`src/rtl/asram_pkg.sv`:
```
`timescale 1ns/1ps
// Shared types and helpers for the asynchronous SRAM sequencer.
// Assumes integer picosecond timing values and a non-zero clock period.
package asram_pkg;

    typedef enum logic [2:0] {
        ST_IDLE,
        ST_TURN,
        ST_WR,
        ST_RD,
        ST_DONE
    } asram_st_e;

    // Cycles needed to cover a limit: ceiling of limit/period, never below one.
    function automatic int unsigned clk_count(input int unsigned lim_ps,
                                              input int unsigned clk_ps);
        int unsigned c;
        c = (lim_ps + clk_ps - 1) / clk_ps;
        return (c < 1) ? 1 : c;
    endfunction

endpackage

```
`src/rtl/asram_seq.sv`:
```
`timescale 1ns/1ps
// Operation sequencer: accepts one request at a time, walks the phase
// states and counts the cycles of each strobe phase.
// Assumes WR_CYC and RD_CYC are at least one and fit in CW bits.
module asram_seq
    import asram_pkg::*;
#(
    parameter int unsigned WR_CYC = 2,
    parameter int unsigned RD_CYC = 2,
    parameter int unsigned CW     = 2,
    parameter int unsigned LN     = 2
) (
    input  logic            clk,
    input  logic            rst_n,
    input  logic            req_valid,
    input  logic            req_write,
    input  logic [LN-1:0]   req_mask,
    output asram_st_e       st_nxt,
    output logic            accept,
    output logic            ready,
    output logic            done,
    output logic            cap_en
);

    asram_st_e      st;
    logic [CW-1:0]  cnt, cnt_nxt;
    logic           last_rd, last_rd_nxt;

    assign ready  = (st == ST_IDLE);
    assign accept = req_valid && ready;
    assign done   = (st == ST_DONE);
    assign cap_en = (st == ST_RD) && (cnt == '0);

    // Next state, phase counter and last-operation flag.
    always_comb begin
        st_nxt      = st;
        cnt_nxt     = cnt;
        last_rd_nxt = last_rd;
        case (st)
            ST_IDLE: begin
                if (accept) begin
                    if (req_mask == '0) begin
                        st_nxt = ST_DONE;
                    end else if (req_write) begin
                        if (last_rd) begin
                            st_nxt = ST_TURN;
                        end else begin
                            st_nxt      = ST_WR;
                            cnt_nxt     = CW'(WR_CYC - 1);
                            last_rd_nxt = 1'b0;
                        end
                    end else begin
                        st_nxt      = ST_RD;
                        cnt_nxt     = CW'(RD_CYC - 1);
                        last_rd_nxt = 1'b1;
                    end
                end
            end
            ST_TURN: begin
                st_nxt      = ST_WR;
                cnt_nxt     = CW'(WR_CYC - 1);
                last_rd_nxt = 1'b0;
            end
            ST_WR, ST_RD: begin
                if (cnt == '0) st_nxt = ST_DONE;
                else           cnt_nxt = cnt - 1'b1;
            end
            ST_DONE: st_nxt = ST_IDLE;
            default: st_nxt = ST_IDLE;
        endcase
    end

    // State registers.
    always_ff @(posedge clk) begin
        if (!rst_n) begin
            st      <= ST_IDLE;
            cnt     <= '0;
            last_rd <= 1'b0;
        end else begin
            st      <= st_nxt;
            cnt     <= cnt_nxt;
            last_rd <= last_rd_nxt;
        end
    end

endmodule

```
`src/rtl/asram_pins.sv`:
```
`timescale 1ns/1ps
// Pin driver: latches the accepted request and registers every RAM pin
// from the sequencer's next state, so pins move only on clock edges.
// Assumes two byte lanes (lane 0 = low enable, lane 1 = high enable).
module asram_pins
    import asram_pkg::*;
#(
    parameter int unsigned AW = 15,
    parameter int unsigned DW = 16,
    parameter int unsigned LN = 2
) (
    input  logic            clk,
    input  logic            rst_n,
    input  logic            accept,
    input  asram_st_e       st_nxt,
    input  logic [AW-1:0]   req_addr,
    input  logic [DW-1:0]   req_wdata,
    input  logic [LN-1:0]   req_mask,
    output logic [LN-1:0]   mask_q,
    output logic [AW-1:0]   ram_addr,
    output logic [DW-1:0]   ram_dq_o,
    output logic            ram_dq_oe,
    output logic            ram_ce_n,
    output logic            ram_we_n,
    output logic            ram_oe_n,
    output logic            ram_lb_n,
    output logic            ram_ub_n
);

    logic [LN-1:0] use_mask;
    logic          go_wr, go_rd, go_act;

    assign use_mask = accept ? req_mask : mask_q;
    assign go_wr    = (st_nxt == ST_WR);
    assign go_rd    = (st_nxt == ST_RD);
    assign go_act   = go_wr || go_rd;

    // Request latch: address, data and mask held for the whole operation.
    always_ff @(posedge clk) begin
        if (!rst_n) begin
            mask_q   <= '0;
            ram_addr <= '0;
            ram_dq_o <= '0;
        end else if (accept) begin
            mask_q   <= req_mask;
            ram_addr <= req_addr;
            ram_dq_o <= req_wdata;
        end
    end

    // Registered strobes and bus direction.
    always_ff @(posedge clk) begin
        if (!rst_n) begin
            ram_ce_n  <= 1'b1;
            ram_we_n  <= 1'b1;
            ram_oe_n  <= 1'b1;
            ram_lb_n  <= 1'b1;
            ram_ub_n  <= 1'b1;
            ram_dq_oe <= 1'b0;
        end else begin
            ram_ce_n  <= !go_act;
            ram_we_n  <= !go_wr;
            ram_oe_n  <= !go_rd;
            ram_lb_n  <= !(go_act && use_mask[0]);
            ram_ub_n  <= !(go_act && use_mask[1]);
            ram_dq_oe <= go_wr;
        end
    end

endmodule

```
`src/rtl/asram_capture.sv`:
```
`timescale 1ns/1ps
// Read capture: registers each enabled lane of the bus at the end of the
// access window; disabled lanes load zero. Holds until the next capture.
// Assumes DW is a whole number of bytes.
module asram_capture #(
    parameter int unsigned DW = 16,
    parameter int unsigned LN = 2
) (
    input  logic            clk,
    input  logic            rst_n,
    input  logic            cap_en,
    input  logic [LN-1:0]   mask_q,
    input  logic [DW-1:0]   dq_i,
    output logic [DW-1:0]   rdata
);

    for (genvar g = 0; g < LN; g++) begin : g_lane
        // Per-lane capture register.
        always_ff @(posedge clk) begin
            if (!rst_n)
                rdata[g*8 +: 8] <= '0;
            else if (cap_en)
                rdata[g*8 +: 8] <= mask_q[g] ? dq_i[g*8 +: 8] : 8'h00;
        end
    end

endmodule

```
`src/rtl/asram_port.sv`:
```
`timescale 1ns/1ps
// Top of the asynchronous SRAM sequencer: request handshake in, registered
// RAM pin sequence out, read data and done strobe back.
// Assumes DW = 16 (two lanes) and timing limits given in picoseconds.
module asram_port
    import asram_pkg::*;
#(
    parameter int unsigned AW       = 15,
    parameter int unsigned DW       = 16,
    parameter int unsigned CLK_PS   = 5000,
    parameter int unsigned T_WR_PS  = 8000,
    parameter int unsigned T_RD_PS  = 10000
) (
    input  logic              clk,
    input  logic              rst_n,
    input  logic              req_valid,
    output logic              req_ready,
    input  logic              req_write,
    input  logic [AW-1:0]     req_addr,
    input  logic [DW-1:0]     req_wdata,
    input  logic [DW/8-1:0]   req_mask,
    output logic              rsp_done,
    output logic [DW-1:0]     rsp_rdata,
    output logic [AW-1:0]     ram_addr,
    output logic [DW-1:0]     ram_dq_o,
    output logic              ram_dq_oe,
    input  logic [DW-1:0]     ram_dq_i,
    output logic              ram_ce_n,
    output logic              ram_we_n,
    output logic              ram_oe_n,
    output logic              ram_lb_n,
    output logic              ram_ub_n
);

    localparam int unsigned LN     = DW / 8;
    localparam int unsigned WR_CYC = clk_count(T_WR_PS, CLK_PS);
    localparam int unsigned RD_CYC = clk_count(T_RD_PS, CLK_PS);
    localparam int unsigned MX_CYC = (WR_CYC > RD_CYC) ? WR_CYC : RD_CYC;
    localparam int unsigned CW     = (MX_CYC < 2) ? 1 : $clog2(MX_CYC);

    asram_st_e      st_nxt;
    logic           accept, cap_en;
    logic [LN-1:0]  mask_q;

    asram_seq #(.WR_CYC(WR_CYC), .RD_CYC(RD_CYC), .CW(CW), .LN(LN)) u_seq (
        .clk       (clk),
        .rst_n     (rst_n),
        .req_valid (req_valid),
        .req_write (req_write),
        .req_mask  (req_mask),
        .st_nxt    (st_nxt),
        .accept    (accept),
        .ready     (req_ready),
        .done      (rsp_done),
        .cap_en    (cap_en)
    );

    asram_pins #(.AW(AW), .DW(DW), .LN(LN)) u_pins (
        .clk       (clk),
        .rst_n     (rst_n),
        .accept    (accept),
        .st_nxt    (st_nxt),
        .req_addr  (req_addr),
        .req_wdata (req_wdata),
        .req_mask  (req_mask),
        .mask_q    (mask_q),
        .ram_addr  (ram_addr),
        .ram_dq_o  (ram_dq_o),
        .ram_dq_oe (ram_dq_oe),
        .ram_ce_n  (ram_ce_n),
        .ram_we_n  (ram_we_n),
        .ram_oe_n  (ram_oe_n),
        .ram_lb_n  (ram_lb_n),
        .ram_ub_n  (ram_ub_n)
    );

    asram_capture #(.DW(DW), .LN(LN)) u_cap (
        .clk    (clk),
        .rst_n  (rst_n),
        .cap_en (cap_en),
        .mask_q (mask_q),
        .dq_i   (ram_dq_i),
        .rdata  (rsp_rdata)
    );

endmodule

```
`config.mk`:
```
export PLATFORM = sky130hd
export DESIGN_NAME = asram_port
export DESIGN_NICKNAME = d
export VERILOG_FILES = /design/src/rtl/asram_pkg.sv /design/src/rtl/asram_seq.sv /design/src/rtl/asram_pins.sv /design/src/rtl/asram_capture.sv /design/src/rtl/asram_port.sv
export SDC_FILE = /design/constraint.sdc
export NUM_CORES = 1
export LEC_CHECK = 0
export ABC_AREA = 1
export BUFFER_PORTS_ARGS = -buffer_cell sky130_fd_sc_hd__buf_4
export CORE_MARGIN = 5
export CORE_UTILIZATION = 46
export DETAILED_ROUTE_END_ITERATION = 6
export GPL_TIMING_DRIVEN = 0
export PLACE_DENSITY_LB_ADDON = 0.05
export SYNTH_ARGS = -nofsm -noshare
export SYNTH_HDL_FRONTEND = slang
export SYNTH_SLANG_ARGS = --single-unit
```
`constraint.sdc`:
```
create_clock -name clk -period 1.38 [get_ports clk]
set_input_delay 0.276 -clock clk [delete_from_list [all_inputs] [get_ports clk]]
set_output_delay 0.276 -clock clk [all_outputs]
set_load 0.01 [all_outputs]
```
==> impl_results.md <==
- Setup_tns: 0 ns
- Placed Area: 3230 um^2
- Worst hold path depth: 2
- Mean Syn Cell Area: 8.00 um^2
- # fillers: between 400 and 500
- Most frequent cells in the layout: buf_4, nand2_1, dfxtp_1, a21oi_1, o21ai_2
- RSZ-0062 raised after global routing: true
- R2r startpoint: u_seq.st[2]
- GRT Util Overall: 17.9%
- Slew headroom: between 50% and 60%
- Die area: 6610 um^2
- Critical Path Start Type: flop
- Largest net degree at the start of global routing: 11
- Chip height: a little over 80 um
- Port bufs: approximately 110
- # IOs: roughly 110
- Post-route cell area: 3430 um^2
- Core Region: roughly 5000 um^2
- Worst path bufs/invs: 2
- Worst slack at placement: roughly 0.063 ns
- Final GP Congestion: 0.712
- Flop2flop setup slack: 0.10 ns
- Critical Path AT: approximately 1.1 ns
- Drt wl/cell: 11.6 um
- Kind of critical path: flop to output port
- Clock tree root buffer cell: clkbuf_8
- Mapped cell area: approximately 2300 um^2
- CTS tree: built
- Worst Tran Pin Value: about 0.66 ns
- Crit end category: output port
- CTS Sinks: 60
- Tot Pwr: between 4 and 5 mW
- Vias/cell: 4.57
- Slowest cell on crit path: dfxtp_2
- Site Rows: 26
- N_diodes: 0
- Most common cell after layout, fill and taps aside: buf_4
- Final setup fails: 0
- Vias: 2,212
- Crit Path Max Fanout: 3
- Total Routed Length: 5.61 mm
- Worst R2R End: u_cap.rdata[9]
- PwrDens: 1180 nW/um^2
- Final setup margin: 0.0530 ns
- R2R depth: 8
- Number of nets with antenna violations after routing: 0
- Share of cells above drive strength 1: ~42%
- Hold Path Class: input port to flop
- Final worst-path cycle share: 96.2%
- DR iter-0 viols: 75
- Synth unique cells: 23
- CTS Buf Count: 9
- CP Depth: 4
- Fmax: 754 MHz
- VDD IR max: 850 uV
- Pleak: 1.56 nW
- Yosys reg bits: 60
- Initial Util: 46.7%
- Number of global-route vias before repair: 2,039
- Delay-heaviest family, CP: flip-flops
- Final Hold Viols: 0
- Fin. max-slew vios: 0
- Area Growth Syn to Fin: 46.6%
- Crit-path cells: nor2_4 > nand2_1 > inv_1 > buf_4
- Syn_nets: around 350
- DP HPWL: 4.14 mm
- GRT overflow: 0
- Clock transition at path regs: 0.06 ns
- Clk buf depth: 2
- Worst path max stage delay: 0.35 ns
- Seq/Total Area, Yosys: 51.4%
- CTS Hold Bufs: 0
- Nets: 464
- Initial antenna violation count: 0
- Crit path from: u_seq.st[1]
- Cells after Synth: a little under 300
- First-pass GRT wire length: 8.96 mm
- DRC Markers: 0
- Worst Setup EP: req_ready
- Pre-antenna DRT Iters: 4
- MaxCap Viol Count: 0
- Status: finished, final reports clean
- Yosys Warn Count: 0
- H-Tree Depth: 3
- Worst Skew: around 0.0074 ns
- Worst Path Required: 1.10 ns
- Worst skew pair latency: 0.33 ns
- Die W: 81.3 um
- Crit path time final: around 1.3 ns
==> area by class of cell <==
cell class	count	area, um^2	share of cell area [%]
multi-input cells	202	987	28.8
clock inverters	2	10.0	0.292
clock buffers	12	165	4.82
flip-flops and latches	60	1210	35.2
well taps	70	87.6	2.56
inverters	14	57.6	1.68
plain buffers	16	101	2.96
repair buffers	108	811	23.7
==> per-layer routing <==
| layer | part of all wire (%) | track usage [%] |
|---|---|---|
| met1 | 42 | 19.8 |
| met4 | 1.1 | 7.09 |
| met3 | 9.1 | 8.54 |
| met5 | 0 | 0 |
| met2 | 48 | 29.5 |
==> logic make-up after synthesis <==
kind of cell,Yosys count,synth area share [%]
compound gates,54,14.1
simple gates,148,27.9
buf+inv,30,6.58
flops,60,51.4
==> power by group <==
| part | internal, mW | leakage [nW] | switching [mW] |
|---|---|---|---|
| Clock | 0.772 | 0.0941 | 0.615 |
| Sequential | 1.85 | 0.492 | 0.0592 |
| Combinational | 0.353 | 0.970 | 0.391 |
| Total | 2.97 | 1.56 | 1.07 |
==> worst register-to-register path, cell delays in order, from the launching register on <==
cell     delay (ns)
dfxtp_4        0.35
buf_4          0.14
nor2_4         0.13
nand2_4        0.08
nor2_8         0.13
buf_6          0.16
nand2_1        0.07
o21ai_2        0.06
nor2_2         0.04
==> cell usage after synthesis <==
cell      count  area, um^2
nand3_4       1        17.5
nand3_1       4        20.0
nor2_8        1        20.0
o21ai_0       3        15.0
nand2_4       1        11.3
inv_1        11        41.3
nor2_1       14        52.6
nor3_1        1        5.00
buf_4         3        22.5
a21oi_1      35         175
dfxtp_1      60        1200
nor2_2       10        62.6
nor2_4        2        22.5
nand2_1     109         409
o21ai_2      16         140
buf_2         3        15.0
buf_8         1        15.0
nand2_2       5        31.3
buf_6         2        22.5
buf_1         1        3.75
clkbuf_1      6        22.5
inv_2         2        7.51
clkinv_1      1        3.75
==> worst min-delay path by stage <==
stage,startpoint,to,slack [ns]
CTS,rst_n,u_pins.ram_ce_n,0.16
finish,rst_n,u_pins.ram_ce_n,0.17
detailed placement,u_pins.ram_addr[6],u_pins.ram_addr[6],0.46
global route,rst_n,u_pins.ram_ce_n,0.15
floorplan,rst_n,u_pins.ram_we_n,0.36
global placement,u_pins.ram_dq_o[4],u_pins.ram_dq_o[4],0.45
==> flip-flops by register name, indices dropped and copies added (netlist names) <==
name,cells
u_seq.cnt,1
u_pins.ram_lb_n,1
u_seq.last_rd,1
u_seq.st,3
u_pins.ram_oe_n,1
u_pins.mask_q,2
u_pins.ram_dq_oe,1
u_pins.ram_ub_n,1
u_pins.ram_addr,15
u_pins.ram_dq_o,16
u_pins.ram_ce_n,1
u_pins.ram_we_n,1
u_cap.rdata,16
==> metrics by stage <==
step | utilization [%] | hold WS, ns | cells
final | 68.4 | 0.170 | 484
after floorplan | - | 0.361 | 292
after detailed placement | 64.4 | 0.456 | 469
after global placement | 64.4 | 0.452 | 469
after global routing | 68.4 | 0.149 | 484
after CTS | 68.1 | 0.156 | 483
==> timing repair <==
action / CTS / global route
pin swaps: 0 / 2
gates resized for setup: 3 / 5
setup endpoints to repair: 2 / 23
buffers inserted: 0 / 1
Note: power is estimated with default switching activity, not from simulation.
